### src/rtl/hrq_pkg.sv
package hrq_pkg;

  localparam int NQ = 5;
  localparam int Q_CMD = 0;
  localparam int Q_SDO = 1;
  localparam int Q_RSP = 2;
  localparam int Q_SDI = 3;
  localparam int Q_IBI = 4;

  localparam logic [3:0] OFS_CMD_PUSH  = 4'h0;
  localparam logic [3:0] OFS_SDO_PUSH  = 4'h1;
  localparam logic [3:0] OFS_RSP_POP   = 4'h2;
  localparam logic [3:0] OFS_SDI_POP   = 4'h3;
  localparam logic [3:0] OFS_IBI_POP   = 4'h4;
  localparam logic [3:0] OFS_CMD_ROOM  = 4'h5;
  localparam logic [3:0] OFS_SDO_ROOM  = 4'h6;
  localparam logic [3:0] OFS_RSP_LVL   = 4'h7;
  localparam logic [3:0] OFS_SDI_LVL   = 4'h8;
  localparam logic [3:0] OFS_IBI_LVL   = 4'h9;
  localparam logic [3:0] OFS_EMPTY     = 4'hA;

  typedef struct packed {
    logic [8:0]  spare;
    logic        ccc;
    logic        bcast;
    logic        rstart;
    logic [11:0] len;
    logic [6:0]  target;
    logic        rnw;
  } cmd_fields_t;

  // Free space as a 32-bit register value.
  function automatic logic [31:0] room_word(input int depth, input int lvl);
    return 32'(depth - lvl);
  endfunction

  // Interrupt-event entry layout.
  function automatic logic [31:0] pack_event(input logic [6:0] a,
                                             input logic [7:0] m,
                                             input logic [7:0] s);
    return {8'h00, a, 1'b0, m, s};
  endfunction

  // Empty-status word: result, event, inbound-data in bits 0,1,2.
  function automatic logic [31:0] empty_word(input logic rsp_e,
                                             input logic ibi_e,
                                             input logic sdi_e);
    return {29'd0, sdi_e, ibi_e, rsp_e};
  endfunction

endpackage

### src/rtl/hrq_fifo.sv
module hrq_fifo #(
  parameter int AW       = 3,
  parameter int W        = 32,
  parameter int OUTBOUND = 1,
  parameter int LOW_MARK = 1,
  parameter int HIGH_MARK = 6
) (
  input  logic          clk,
  input  logic          rst_n,
  input  logic          push,
  input  logic [W-1:0]  din,
  input  logic          pop,
  output logic [W-1:0]  dout,
  output logic [AW:0]   level,
  output logic          empty,
  output logic          near
);
  localparam int DEPTH = 1 << AW;
  localparam int LW    = AW + 1;

  logic [W-1:0]  mem [DEPTH];
  logic [AW-1:0] wp, rp;
  logic          full;
  logic          push_ok, pop_ok;

  assign full    = (level == LW'(DEPTH));
  assign empty   = (level == '0);
  assign push_ok = push && !full;
  assign pop_ok  = pop && !empty;
  assign dout    = mem[rp];

  always_ff @(posedge clk) begin
    if (push_ok) mem[wp] <= din;
  end

  always_ff @(posedge clk or negedge rst_n) begin
    if (!rst_n) begin
      wp    <= '0;
      rp    <= '0;
      level <= '0;
    end else begin
      if (push_ok) wp <= wp + 1'b1;
      if (pop_ok)  rp <= rp + 1'b1;
      case ({push_ok, pop_ok})
        2'b10:   level <= level + 1'b1;
        2'b01:   level <= level - 1'b1;
        default: level <= level;
      endcase
    end
  end

  generate
    if (OUTBOUND != 0) begin : g_low
      assign near = (level <= LW'(LOW_MARK));
    end else begin : g_high
      assign near = (level >= LW'(HIGH_MARK));
    end
  endgenerate

  p_level_bound_r7: assert property (@(posedge clk) disable iff (!rst_n)
    level <= LW'(DEPTH));

  p_no_overflow_r3: assert property (@(posedge clk) disable iff (!rst_n)
    (full && push && !pop) |=> level == $past(level));

  p_no_underflow_r6: assert property (@(posedge clk) disable iff (!rst_n)
    (empty && pop && !push) |=> level == '0);

  p_both_steady_r13: assert property (@(posedge clk) disable iff (!rst_n)
    (push && pop && !full && !empty) |=> level == $past(level));

endmodule

### src/rtl/hrq_decode.sv
module hrq_decode
  import hrq_pkg::*;
(
  input  logic [3:0] bus_addr,
  input  logic       bus_wr,
  input  logic       bus_rd,
  output logic       wr_cmd,
  output logic       wr_sdo,
  output logic       rd_rsp,
  output logic       rd_sdi,
  output logic       rd_ibi
);
  always_comb begin
    wr_cmd = bus_wr && (bus_addr == OFS_CMD_PUSH);
    wr_sdo = bus_wr && (bus_addr == OFS_SDO_PUSH);
    rd_rsp = bus_rd && (bus_addr == OFS_RSP_POP);
    rd_sdi = bus_rd && (bus_addr == OFS_SDI_POP);
    rd_ibi = bus_rd && (bus_addr == OFS_IBI_POP);
  end
endmodule

### src/rtl/hrq_port.sv
module hrq_port
  import hrq_pkg::*;
#(
  parameter int Q_AW      = 3,
  parameter int LOW_MARK  = 1,
  parameter int HIGH_MARK = 6
) (
  input  logic        clk,
  input  logic        rst_n,
  input  logic [3:0]  bus_addr,
  input  logic        bus_wr,
  input  logic [31:0] bus_wdata,
  input  logic        bus_rd,
  output logic [31:0] bus_rdata,
  output logic        cmd_valid,
  input  logic        cmd_pop,
  output logic [31:0] cmd_word,
  output logic        cmd_rnw,
  output logic [6:0]  cmd_target,
  output logic [11:0] cmd_len,
  output logic        cmd_rstart,
  output logic        cmd_bcast,
  output logic        cmd_ccc,
  output logic        sdo_valid,
  input  logic        sdo_pop,
  output logic [31:0] sdo_data,
  input  logic        rsp_push,
  input  logic [31:0] rsp_data,
  output logic        rsp_full,
  input  logic        sdi_push,
  input  logic [31:0] sdi_data,
  output logic        sdi_full,
  input  logic        ibi_push,
  input  logic [6:0]  ibi_addr,
  input  logic [7:0]  ibi_mdb,
  input  logic [7:0]  ibi_sync,
  output logic        ibi_full,
  output logic        cmd_almost_empty,
  output logic        sdo_almost_empty,
  output logic        rsp_almost_full,
  output logic        sdi_almost_full,
  output logic        ibi_almost_full
);
  localparam int DEPTH = 1 << Q_AW;
  localparam int LW    = Q_AW + 1;

  logic          q_push [NQ];
  logic          q_pop  [NQ];
  logic [31:0]   q_din  [NQ];
  logic [31:0]   q_dout [NQ];
  logic [LW-1:0] q_lvl  [NQ];
  logic          q_empty[NQ];
  logic          q_near [NQ];

  logic wr_cmd, wr_sdo, rd_rsp, rd_sdi, rd_ibi;
  cmd_fields_t head;

  hrq_decode u_dec (
    .bus_addr (bus_addr),
    .bus_wr   (bus_wr),
    .bus_rd   (bus_rd),
    .wr_cmd   (wr_cmd),
    .wr_sdo   (wr_sdo),
    .rd_rsp   (rd_rsp),
    .rd_sdi   (rd_sdi),
    .rd_ibi   (rd_ibi)
  );

  always_comb begin
    q_push[Q_CMD] = wr_cmd;    q_pop[Q_CMD] = cmd_pop;  q_din[Q_CMD] = bus_wdata;
    q_push[Q_SDO] = wr_sdo;    q_pop[Q_SDO] = sdo_pop;  q_din[Q_SDO] = bus_wdata;
    q_push[Q_RSP] = rsp_push;  q_pop[Q_RSP] = rd_rsp;   q_din[Q_RSP] = rsp_data;
    q_push[Q_SDI] = sdi_push;  q_pop[Q_SDI] = rd_sdi;   q_din[Q_SDI] = sdi_data;
    q_push[Q_IBI] = ibi_push;  q_pop[Q_IBI] = rd_ibi;
    q_din[Q_IBI]  = pack_event(ibi_addr, ibi_mdb, ibi_sync);
  end

  for (genvar gi = 0; gi < NQ; gi++) begin : g_q
    hrq_fifo #(
      .AW        (Q_AW),
      .W         (32),
      .OUTBOUND  ((gi < 2) ? 1 : 0),
      .LOW_MARK  (LOW_MARK),
      .HIGH_MARK (HIGH_MARK)
    ) u_fifo (
      .clk   (clk),
      .rst_n (rst_n),
      .push  (q_push[gi]),
      .din   (q_din[gi]),
      .pop   (q_pop[gi]),
      .dout  (q_dout[gi]),
      .level (q_lvl[gi]),
      .empty (q_empty[gi]),
      .near  (q_near[gi])
    );
  end

  // Engine-facing side
  assign head       = cmd_fields_t'(q_dout[Q_CMD]);
  assign cmd_word   = q_dout[Q_CMD];
  assign cmd_valid  = !q_empty[Q_CMD];
  assign cmd_rnw    = head.rnw;
  assign cmd_target = head.target;
  assign cmd_len    = head.len;
  assign cmd_rstart = head.rstart;
  assign cmd_bcast  = head.bcast;
  assign cmd_ccc    = head.ccc;
  assign sdo_valid  = !q_empty[Q_SDO];
  assign sdo_data   = q_dout[Q_SDO];
  assign rsp_full   = (q_lvl[Q_RSP] == LW'(DEPTH));
  assign sdi_full   = (q_lvl[Q_SDI] == LW'(DEPTH));
  assign ibi_full   = (q_lvl[Q_IBI] == LW'(DEPTH));
  assign cmd_almost_empty = q_near[Q_CMD];
  assign sdo_almost_empty = q_near[Q_SDO];
  assign rsp_almost_full  = q_near[Q_RSP];
  assign sdi_almost_full  = q_near[Q_SDI];
  assign ibi_almost_full  = q_near[Q_IBI];

  // Registered read path
  logic [31:0] rd_next;
  always_comb begin
    case (bus_addr)
      OFS_RSP_POP:  rd_next = q_dout[Q_RSP];
      OFS_SDI_POP:  rd_next = q_dout[Q_SDI];
      OFS_IBI_POP:  rd_next = q_dout[Q_IBI];
      OFS_CMD_ROOM: rd_next = room_word(DEPTH, int'(q_lvl[Q_CMD]));
      OFS_SDO_ROOM: rd_next = room_word(DEPTH, int'(q_lvl[Q_SDO]));
      OFS_RSP_LVL:  rd_next = 32'(q_lvl[Q_RSP]);
      OFS_SDI_LVL:  rd_next = 32'(q_lvl[Q_SDI]);
      OFS_IBI_LVL:  rd_next = 32'(q_lvl[Q_IBI]);
      OFS_EMPTY:    rd_next = empty_word(q_empty[Q_RSP], q_empty[Q_IBI], q_empty[Q_SDI]);
      default:      rd_next = 32'd0;
    endcase
  end

  always_ff @(posedge clk or negedge rst_n) begin
    if (!rst_n)      bus_rdata <= 32'd0;
    else if (bus_rd) bus_rdata <= rd_next;
  end

  p_pop_needs_read_r5: assert property (@(posedge clk) disable iff (!rst_n)
    (q_lvl[Q_RSP] < $past(q_lvl[Q_RSP])) |-> $past(bus_rd && bus_addr == OFS_RSP_POP));

  p_push_reg_zero_r4: assert property (@(posedge clk) disable iff (!rst_n)
    $past(bus_rd && (bus_addr == OFS_CMD_PUSH || bus_addr == OFS_SDO_PUSH))
      |-> bus_rdata == 32'd0);

endmodule

### config.mk
export PLATFORM = sky130hd
export DESIGN_NAME = hrq_port
export DESIGN_NICKNAME = d
export VERILOG_FILES = /design/src/rtl/hrq_pkg.sv /design/src/rtl/hrq_fifo.sv /design/src/rtl/hrq_decode.sv /design/src/rtl/hrq_port.sv
export SDC_FILE = /design/constraint.sdc
export NUM_CORES = 1
export LEC_CHECK = 0
export ABC_AREA = 1
export BUFFER_PORTS_ARGS = -buffer_cell sky130_fd_sc_hd__clkbuf_2
export CAP_MARGIN = 20
export CORE_ASPECT_RATIO = 0.5
export CORE_MARGIN = 5
export CORE_UTILIZATION = 30
export DETAILED_ROUTE_END_ITERATION = 10
export MAX_ROUTING_LAYER = met4
export PLACE_DENSITY = 0.41
export SYNTH_ARGS = -nofsm -noshare
export SYNTH_HDL_FRONTEND = slang
export SYNTH_SLANG_ARGS = --single-unit
### constraint.sdc
create_clock -name clk -period 5.45 [get_ports clk]
set_clock_uncertainty 0.2 [all_clocks]
set_input_delay 0.545 -clock clk [delete_from_list [all_inputs] [get_ports clk]]
set_output_delay 0.545 -clock clk [all_outputs]
set_load 0.01 [all_outputs]
==> run metrics <==
Clock Latency Late Sink=0.79 ns; Sink Count=1,290; status=completed; Seq/Total Area, Yosys=72.07%; initial DRC count=2,347; CP startpoint kind=flop; total congestion overflow=0; CTS root buf=clkbuf_16; via count=34,436; top cell type's share of synthesized area=68.21%; cts hold-fix bufs=91; placed insts=7,093; Post-Syn Nets=4,787; Yosys top cell by area=edfxtp_1; #FFs+latches synth=1,290; total die area=0.1863 sq mm; Tmin final=4.119 ns; die height=307.7 microns; Final setup viols=0; Avg Vias per Cell=4.632; RSZ-0062 raised after global routing=no; share of cells above drive strength 1=12.10%; Final GP Congestion=0.7532; All-Layer GR Usage=16.79%; Leak=23.72 nW; Layout Cells excl Fill=7,434; NumNets Final=5,101; Max Freq=242.8 MHz; Clk pwr share=29.5%; # Post-CTS Setup Buffers=0; max-slew violation count=0; post-synth cell types=31; period utilization=75.58%; Synth area leaders=edfxtp_1 68%, nand2_1 7.9%, nor2_1 4.9%, dfrtp_1 3.9%, nand3_1 3.8%; Max FO, Critical Path=66; Worst EP arrival=3.37 ns; Routed WL=155.6 mm; total power=0.03190 W; r2r setup slk=2.05 ns; die width=605.4 microns; Hold/Removal Path Class=in2reg; Net Sw Frac=36.11%; ANT nets after route=0; synth warn=0; final core occ=35.46%; logic gate share of total power=30.6%; FP Rows=109; sequential power share=39.8%; worst path required time=4.70 ns; wire length per cell=20.93 microns; peak supply drop=303.3 uV; vias in the first global route=33,505; Pre-antenna DRT Iters=6; Longest Clk Path Bufs=4; slew margin rel.=28.03%; syn_area_per_cell=11.49 sq um; Post-CTS Resized=0; EDFF count, synth=1,208; CTS tree=yes; antenna violations before repair=12; async set or reset register ratio after synthesis=6.357%; Total Neg Setup Slack=0 ns; most frequent cells after synthesis=1,208 x edfxtp_1, 1,114 x nand2_1, 697 x nor2_1, 402 x nand3_1, 312 x inv_1; Starting Density=30.13%; Remaining DRCs=0; largest net degree at the start of global routing=102; I/O Buffers=260; clock-pin slew on the worst setup and hold paths=0.06 ns; kind of critical path=reg2out; core area=0.1765 sq mm; Pint=0.02038 W; cell with the most instances after synthesis=edfxtp_1; Mapped Area=0.05318 sq mm; global-route wire length before repair=228.0 mm; Net Sw Power=0.01152 W; Synth-to-Final Area Change=17.68%; hpwl dp=89.78 mm; post-synthesis cell count=4,628; number of top-level pins=261; PD cells=509.7 mW/mm^2; crit end category=primary output; H-tree depth=4; Max Cap Viol=0; Hold Fails Final Rpt=0; Synth Flop Type=edfxtp_1; Num CTS Buffers=140; Least-Margin Pin Slew=1.080 ns
final timing paths:
kind | startpoint | endpoint | cells after the start
worst max register to register | g_q[4].u_fifo.rp[0] | bus_rdata[17] | 10
worst min register to register | g_q[4].u_fifo.level[3] | g_q[4].u_fifo.level[3] | 2
min in group asynchronous | rst_n | g_q[0].u_fifo.rp[1] | 2
max in group asynchronous | rst_n | g_q[2].u_fifo.rp[1] | 3
worst min-delay path | cmd_pop | g_q[0].u_fifo.rp[0] | 3
worst max-delay path | g_q[0].u_fifo.rp[0] | cmd_word[2] | 6
flip-flops by register name (all words and copies together) (netlist names):
register          flops
g_q.u_fifo.wp        15
g_q.u_fifo.rp        15
bus_rdata            32
g_q.u_fifo.level     20
g_q.u_fifo.mem     1208
worst max-delay path, cell delays in order, from the launching register on:
cell and delay (ns):
dfrtp_4 0.91, buf_4 0.70, nor2_1 0.11, o32ai_1 0.38
nand2_1 0.09, nand2_1 0.19, clkbuf_2 0.17
cells by family after synthesis:
logic type               synth area share (%)
buffers and inverters                   4.694
XOR/XNOR                               0.5270
AO/OA/AOI/OAI                           5.153
adder cells (fa/ha/maj)                0.6353
flip-flops                              72.07
AND/OR/NAND/NOR                         16.92
placed cells by master, fill, tap and decap left out, drive strengths merged, types with 52 or more instances in the layout:
master,count
edfxtp,1208
nand2,1114
nor2,701
clkbuf,444
nand3,402
inv,317
o21ai,288
o32ai,128
buf,93
dlygate4sd3,91
dfrtp,82
clkinv,52
final cells by class:
type / instances / area (sq um)
Tap cell: 2386 / 2985
Multi-Input combinational cell: 2745 / 12610
Timing Repair Buffer: 443 / 2974
Inverter: 322 / 1217
Sequential cell: 1290 / 38350
Clock buffer: 185 / 3879
Antenna cell: 5 / 12.51
Clock inverter: 58 / 554.3
Fill cell: 17389 / 113900
metal layers:
layer | GRT usage (%) | part of all wire, % | vias to the layer above
li1 | - | - | 16496
met1 | 22.07 | 45 | 17116
met2 | 27.90 | 49 | 616
met3 | 2.348 | 3.9 | 208
met4 | 3.448 | 1.9 | 0
met5 | - | 0 | -
through the flow:
step                hold slack (ns)  worst slack, ns  area [sq um]
floorplan                   0.04941            1.255         53180
global placement             0.2557            2.025         57140
detailed placement           0.2592            1.928         57180
CTS                        0.003866            1.218         62520
global route                0.04488            1.053         62580
finish                      0.06051            1.331         62580
power by group through the flow:
| stage | sequential, W | combinational, W | clock, W |
|---|---|---|---|
| final | 0.0127 | 0.00977 | 0.00942 |
| after global routing | 0.0128 | 0.0110 | 0.0101 |
| after CTS | 0.0127 | 0.0100 | 0.00972 |
| after detailed placement | 0.0129 | 0.00992 | 0 |
| after global placement | 0.0129 | 0.00986 | 0 |
| after floorplan | 0.0124 | 0.00674 | 0 |
No activity file was read; power rests on OpenSTA's default activity.
